--- src/rtl/irqfac_pkg.sv ---
package irqfac_pkg;
  localparam int unsigned REG_W       = 16;
  localparam int unsigned NUM_FACTORS = 14;

  // factor bit positions
  localparam int unsigned F_CMD_READY   = 0;
  localparam int unsigned F_DATA_READY  = 1;
  localparam int unsigned F_SECTOR_DONE = 2;
  localparam int unsigned F_BUF_FULL    = 3;
  localparam int unsigned F_PLAY_END    = 4;
  localparam int unsigned F_DISC_CHANGE = 5;
  localparam int unsigned F_SEL_DONE    = 6;
  localparam int unsigned F_HOST_DONE   = 7;
  localparam int unsigned F_COPY_DONE   = 8;
  localparam int unsigned F_FS_DONE     = 9;
  localparam int unsigned F_SUBQ_UPD    = 10;
  localparam int unsigned F_DEC_DONE    = 11;
  localparam int unsigned F_DEC_IVAL    = 12;
  localparam int unsigned F_DEC_EVENT   = 13;

  localparam logic [REG_W-1:0] CMD_END_GROUP =
      (REG_W'(1) << F_SEL_DONE) | (REG_W'(1) << F_HOST_DONE) |
      (REG_W'(1) << F_COPY_DONE) | (REG_W'(1) << F_FS_DONE) |
      (REG_W'(1) << F_DEC_DONE);

  localparam logic [REG_W-1:0] SOFT_PATTERN = CMD_END_GROUP | (REG_W'(1) << F_CMD_READY);
  localparam logic [REG_W-1:0] KEEP_PATTERN = REG_W'(1) << F_DISC_CHANGE;
  localparam logic [REG_W-1:0] HARD_PATTERN = SOFT_PATTERN | KEEP_PATTERN;
endpackage

--- src/rtl/irqfac_cell.sv ---
module irqfac_cell #(
  parameter logic HARD_VAL = 1'b0,
  parameter logic SOFT_VAL = 1'b0,
  parameter logic KEEP     = 1'b0
) (
  input  logic clk,
  input  logic rst,
  input  logic soft_rst,
  input  logic set_i,
  input  logic clr_i,
  output logic q
);
  logic soft_load;
  assign soft_load = soft_rst && !KEEP;

  always_ff @(posedge clk) begin
    if (rst)            q <= HARD_VAL;
    else if (soft_load) q <= SOFT_VAL;
    else if (set_i)     q <= 1'b1;
    else if (clr_i)     q <= 1'b0;
  end

  // a set strobe outside a reloading soft reset always leaves the bit at 1
  assert_set_wins_R5: assert property (@(posedge clk) disable iff (rst)
    (set_i && !soft_load) |=> q);

  // outside set and soft reset a clear bit never rises (host writes only clear)
  assert_no_rise_R4: assert property (@(posedge clk) disable iff (rst)
    (!set_i && !soft_load && !q) |=> !q);
endmodule

--- src/rtl/irqfac_irq.sv ---
module irqfac_irq #(
  parameter int unsigned W       = 16,
  parameter logic        RST_VAL = 1'b1
) (
  input  logic         clk,
  input  logic         rst,
  input  logic [W-1:0] vec,
  output logic         irq
);
  always_ff @(posedge clk) begin
    if (rst) irq <= RST_VAL;
    else     irq <= |vec;
  end

  // irq follows the OR of the factors one cycle late
  assert_irq_follow_R8: assert property (@(posedge clk) disable iff (rst)
    1'b1 |=> (irq == $past(|vec)));
endmodule

--- src/rtl/irqfac_rdport.sv ---
module irqfac_rdport #(
  parameter int unsigned W = 16
) (
  input  logic         clk,
  input  logic         rst,
  input  logic         rd_en,
  input  logic [W-1:0] value,
  output logic [W-1:0] rdata
);
  always_ff @(posedge clk) begin
    if (rst)        rdata <= '0;
    else if (rd_en) rdata <= value;
  end

  // rdata holds between reads
  assert_rdata_hold_R7: assert property (@(posedge clk) disable iff (rst)
    !rd_en |=> $stable(rdata));
endmodule

--- src/rtl/irqfac_status.sv ---
module irqfac_status
  import irqfac_pkg::*;
#(
  parameter int unsigned     W         = REG_W,
  parameter int unsigned     NF        = NUM_FACTORS,
  parameter logic [W-1:0]    HARD_INIT = HARD_PATTERN,
  parameter logic [W-1:0]    SOFT_INIT = SOFT_PATTERN,
  parameter logic [W-1:0]    KEEP_MASK = KEEP_PATTERN
) (
  input  logic          clk,
  input  logic          rst,
  input  logic          soft_rst,
  input  logic [NF-1:0] set_stb,
  input  logic          cs,
  input  logic          we,
  input  logic [W-1:0]  wdata,
  output logic [W-1:0]  rdata,
  output logic          irq
);
  localparam logic [W-1:0] FACTOR_MASK = (W'(1) << NF) - W'(1);
  localparam logic         IRQ_INIT    = |(HARD_INIT & FACTOR_MASK);

  logic [W-1:0] status;
  logic         wr_en;
  logic         rd_en;

  assign wr_en = cs && we;
  assign rd_en = cs && !we;

  for (genvar i = 0; i < W; i++) begin : g_bit
    if (i < NF) begin : g_factor
      irqfac_cell #(
        .HARD_VAL (HARD_INIT[i]),
        .SOFT_VAL (SOFT_INIT[i]),
        .KEEP     (KEEP_MASK[i])
      ) u_cell (
        .clk      (clk),
        .rst      (rst),
        .soft_rst (soft_rst),
        .set_i    (set_stb[i]),
        .clr_i    (wr_en && !wdata[i]),
        .q        (status[i])
      );
    end else begin : g_reserved
      assign status[i] = 1'b0;
    end
  end

  irqfac_irq #(.W(W), .RST_VAL(IRQ_INIT)) u_irq (
    .clk (clk),
    .rst (rst),
    .vec (status),
    .irq (irq)
  );

  irqfac_rdport #(.W(W)) u_rd (
    .clk   (clk),
    .rst   (rst),
    .rd_en (rd_en),
    .value (status),
    .rdata (rdata)
  );

  // reserved bits never read as 1
  assert_reserved_zero_R1: assert property (@(posedge clk) disable iff (rst)
    (rdata & ~FACTOR_MASK) == '0);

  // a soft reset reloads every non-kept bit
  assert_soft_load_R3: assert property (@(posedge clk) disable iff (rst)
    soft_rst |=> ((status & ~KEEP_MASK) == (SOFT_INIT & FACTOR_MASK & ~KEEP_MASK)));

  // a write with the port deselected or a read changes no bit absent set/soft reset
  assert_idle_stable_R4: assert property (@(posedge clk) disable iff (rst)
    (!wr_en && !soft_rst && set_stb == '0) |=> $stable(status));
endmodule

--- config.mk ---
export PLATFORM = sky130hd
export DESIGN_NAME = irqfac_status
export DESIGN_NICKNAME = d
export VERILOG_FILES = /design/src/rtl/irqfac_pkg.sv /design/src/rtl/irqfac_cell.sv /design/src/rtl/irqfac_irq.sv /design/src/rtl/irqfac_rdport.sv /design/src/rtl/irqfac_status.sv
export SDC_FILE = /design/constraint.sdc
export NUM_CORES = 1
export LEC_CHECK = 0
export ABC_AREA = 1
export BUFFER_PORTS_ARGS = -buffer_cell sky130_fd_sc_hd__buf_2
export CAP_MARGIN = 20
export CELL_PAD_IN_SITES_DETAIL_PLACEMENT = 2
export CELL_PAD_IN_SITES_GLOBAL_PLACEMENT = 2
export CORE_ASPECT_RATIO = 0.6
export CORE_UTILIZATION = 22
export CTS_CLUSTER_SIZE = 20
export DETAILED_ROUTE_END_ITERATION = 10
export PLACE_DENSITY = 0.77
export SLEW_MARGIN = 20
export SYNTH_ARGS = -nofsm -noshare
export SYNTH_HDL_FRONTEND = slang
export SYNTH_SLANG_ARGS = --single-unit
--- constraint.sdc ---
create_clock -name clk -period 0.8 [get_ports clk]
set_input_delay 0.16 -clock clk [delete_from_list [all_inputs] [get_ports clk]]
set_output_delay 0.16 -clock clk [all_outputs]
set_load 0.05 [all_outputs]
# --- Yosys cells after proc, flatten, opt, wreduce, memory -nomap -nowiden ---
# Cells that the tools add are included.
totals:
  ff_bits: 29
  input_bits: 35
  out_inout_bits: 17
  elab_cells: 77
op_classes:
  n_mux: 14
  n_reduce_logical: 47
op_table:
  columns: ["operator", "n"]
  rows:
  - ["$reduce_or A3 Y1", 6]
  - ["$logic_and A1 B1 Y1", 16]
  - ["$logic_not A1 Y1", 15]
  - ["$mux W1", 14]
  - ["$reduce_bool A2 Y1", 7]
  - ["$reduce_or A14 Y1", 1]
  - ["$reduce_or A2 Y1", 2]

# --- Longest topological paths before layout ---
logic_depth:
  word_depth: 4
  mapped_depth: 7
  mapped_depth_nobuf: 5

# --- Hierarchy ---
# Synthesis repeated with hierarchy kept, for this count alone.
hier_totals:
  cells_unflattened: 232
  area_unflattened_um2: 1493.9
modules_own_cells:
  columns: ["module", "n_inst", "cells_per_inst", "area_each_um2", "seq_area_each_um2"]
  rows:
  - ["irqfac_rdport", 1, 101, 670.6, 320.3]
  - ["irqfac_cell at g_bit[10].g_factor.u_cell ...", 7, 8, 51.3, 20.0]
  - ["irqfac_cell at g_bit[0].g_factor.u_cell ...", 6, 6, 40.0, 20.0]
  - ["irqfac_status", 1, 19, 111.4, 0.0]
  - ["irqfac_irq", 1, 15, 77.6, 20.0]
  - ["irqfac_cell at g_bit[5].g_factor.u_cell", 1, 5, 35.0, 20.0]

# --- Worst setup path after synthesis ---
# OpenSTA, ideal clock, no wires.
synth_path:
  kind: "register to register"
  startpoint: "reg, netlist name u_rd.rdata[0]"
  endpoint: "reg u_rd.rdata[0]"
  setup_time_ns: 0.064
  t_arrival_ns: 0.794
  t_required_ns: 0.736
  setup_slack_ns: -0.058
  stages_incl_launch_ff: 3
  path_buffers: 0
  synth_period_minus_slack_ns: 0.858
  cell_sequence: "dfxtp_1 nor2_1 nor2_1"
synth_lines:
  columns: ["item", "line", "source"]
  rows:
  - ["to (signal assigned)", "irqfac_rdport.sv:12", "else if (rd_en) rdata <= value;"]
  - ["to (decl)", "irqfac_rdport.sv:8", "output logic [W-1:0] rdata"]

# --- Worst setup path after layout ---
layout_path:
  startpoint: "reg u_rd.rdata[4]"
  endpoint: "out rdata[4]"
layout_lines:
  columns: ["item", "line", "source"]
  rows:
  - ["to (decl)", "irqfac_status.sv:17", "output logic [W-1:0] rdata,"]
# No word-level cell between the ends.

==> out/metrics.csv <==
metric,value,unit
hold buffer count at CTS,0,
crit path cell chain,buf_8,
setup tns final,-2.01,ns
root buf cell,clkbuf_8,
Die X,97.4,microns
drt wl/cell,13.4,microns
Yosys warnings,0,
DRT Pass-1 Iters,4,
Worst Hold Class,input pin to flop,
slowest CP cell,dfxtp_2,
Post-DRT Antenna Nets,0,
CTS tree,yes,
clock skew,0.00920,ns
worst hold margin,0.0520,ns
failing checks,setup timing,
top cell family by delay on the critical path,flip-flops,
Initial Util,0.233,
Die Span Y,59.3,microns
cell count along the critical path,1,
Num CTS Buffers,5,
port bufs,47,
worst path required time,0.64,ns
Max-Cap Viols,0,
clock network fraction of total power,0.346,
Final Cycle Share,1.19,
"Hold Vio Cnt, Final",0,
Top-Level Pins,52,
area of the core,5150,sq um
RSZ-0062 raised after global routing,true,
crit-path max cell delay,0.35,ns
CTS sink count,29,
metal2 WL,1530,microns
minimum clock period,0.949,ns
Routed Wire Length,3730,microns
initial antenna violation count,0,
WL met1,1910,microns
DRC viols,0,
Final #Nets,246,
crit start category,flop,
Hold Path Depth,3,
"most common cell after layout, fill and taps aside",nor2_1,
Max Clk Rate,1.05,GHz
met3 WL,222,microns
clk buf depth,2,
critical hold path startpoint,set_stb[11],
crit path from,u_rd.rdata[4],
via density per instance,4.26,
Slew Limit Fails,0,
Mean Syn Cell Area,7.71,sq um
GRT Total Usage,0.141,
Buf/Inv on CP,1,
crit end category,output port,
Design Power,3.44,mW
Sw Ratio,0.300,
power density cells,1930,nW/um^2
vias in the first global route,1259,
layout cell share with drive strength beyond 1,0.448,
"Data arrival, critical path",0.79,ns
"Seq/Total Area, Yosys",0.483,
Syn-to-layout area delta,47.9,%
CP Class,flop to output port,
Worst R2R Start,g_bit[11].g_factor.u_cell.q,
share of power burned in registers,0.461,
status,"finished, violations left",
dpl ws,-0.151,ns
worst skew pair latency,0.29,ns
cell depth of the worst flop-to-flop path,4,
Synth cell types,20,
H-tree depth,2,
Finish-stage setup viols,15,
Pint,2.40,mW
register bit count reported by yosys,29,
worst-path maximum fanout,2,
P_leak,0.806,nW
ANT cells,0,
Post-Synthesis Cells,156,
final RePlAce weighted congestion,0.760,
final worst slack,-0.149,ns
Worst-path clk slew,0.07,ns
area of the die,5770,sq um
initial DRC count,42,
pin count of the biggest net entering global routing,16,
uppermost layer routed,met4,
HPWL after DPL,2760,microns
FP Rows,20,
Sw Pwr,1.03,mW
"commonest non-fill, non-tap cells in the layout","39 x nor2_1, 32 x buf_2, 21 x dfxtp_2",
vias,1183,
gr ovfl total,0,
Logic pwr share,0.192,
first-pass GRT wire length,6020,microns
Peak supply drop,0.547,mV
Mapped Area,1200,sq um
==> metal layers <==
| layer | track usage | vias up |
|---|---|---|
| li1 | - | 589 |
| met1 | 0.183 | 548 |
| met2 | 0.221 | 39 |
| met3 | 0.0413 | 7 |
| met4 | 0.0630 | 0 |
| met5 | 0 | - |
==> synth_stat cells, drive strengths merged <==
cell / instances / area share
nor2: 44 / 0.14
dfxtp: 29 / 0.48
nand2: 21 / 0.079
o21ai: 21 / 0.087
inv: 16 / 0.060
buf: 8 / 0.071
a21oi: 7 / 0.035
nand3: 7 / 0.029
clkinv: 1 / 0.0031
conb: 1 / 0.0031
or2: 1 / 0.0073
==> cells by family (layout without fill, tap and decap cells) <==
family | after synthesis | in the layout | synth area share
AND/OR/NAND/NOR | 73 | 73 | 0.257
other | 1 | 2 | 0.00312
AO/OA/AOI/OAI | 28 | 28 | 0.123
flip-flops | 29 | 29 | 0.483
buffers and inverters | 25 | 80 | 0.134
==> flip-flops by register name, summed over array words and instances, names as in the netlist <==
signal,count
u_irq.irq,1
g_bit.g_factor.u_cell.q,14
u_rd.rdata,14
==> worst paths after layout <==
kind / to / slack (ns)
worst max-delay path: rdata[4] / -0.15
worst min-delay path: g_bit[11].g_factor.u_cell.q / 0.05
worst max register to register: u_irq.irq / 0.03
worst min register to register: g_bit[7].g_factor.u_cell.q / 0.49
==> worst register-to-register path: cells and delay by family, from the launching register on <==
| family | cells | cell delay [ns] |
|---|---|---|
| DFF | 1 | 0.34 |
| and+or+nand+nor | 4 | 0.34 |
==> what timing repair did <==
item                                    in CTS  in global routing
endpoints found under the setup margin      15                 16
pin swaps                                    0                  5
gates resized for setup                     40                 16
buffers inserted                             3                  1
==> per-stage QoR <==
step / cell area (sq um) / cells / util
floorplan: 1220 / 157 / -
global placement: 1500 / 266 / 0.291
detailed placement: 1500 / 266 / 0.291
CTS: 1730 / 277 / 0.336
global route: 1780 / 278 / 0.345
finish: 1780 / 278 / 0.345
==> layout make-up <==
cell class / count / area, sq um
Timing Repair Buffer: 55 / 454
Tap cell: 66 / 82.6
Sequential cell: 29 / 611
Inverter: 17 / 76.3
Fill cell: 603 / 3380
Clock buffer: 6 / 72.6
Multi-Input combinational cell: 103 / 472
Clock inverter: 2 / 10.0
==> power groups by stage <==
stage	clock network, mW	registers (mW)	logic (mW)
floorplan	0	1.75	0.243
global placement	0	1.60	0.551
detailed placement	0	1.60	0.563
CTS	1.23	1.58	0.652
global route	1.28	1.59	0.718
finish	1.19	1.58	0.661
No activity file was read; power rests on OpenSTA's default activity.
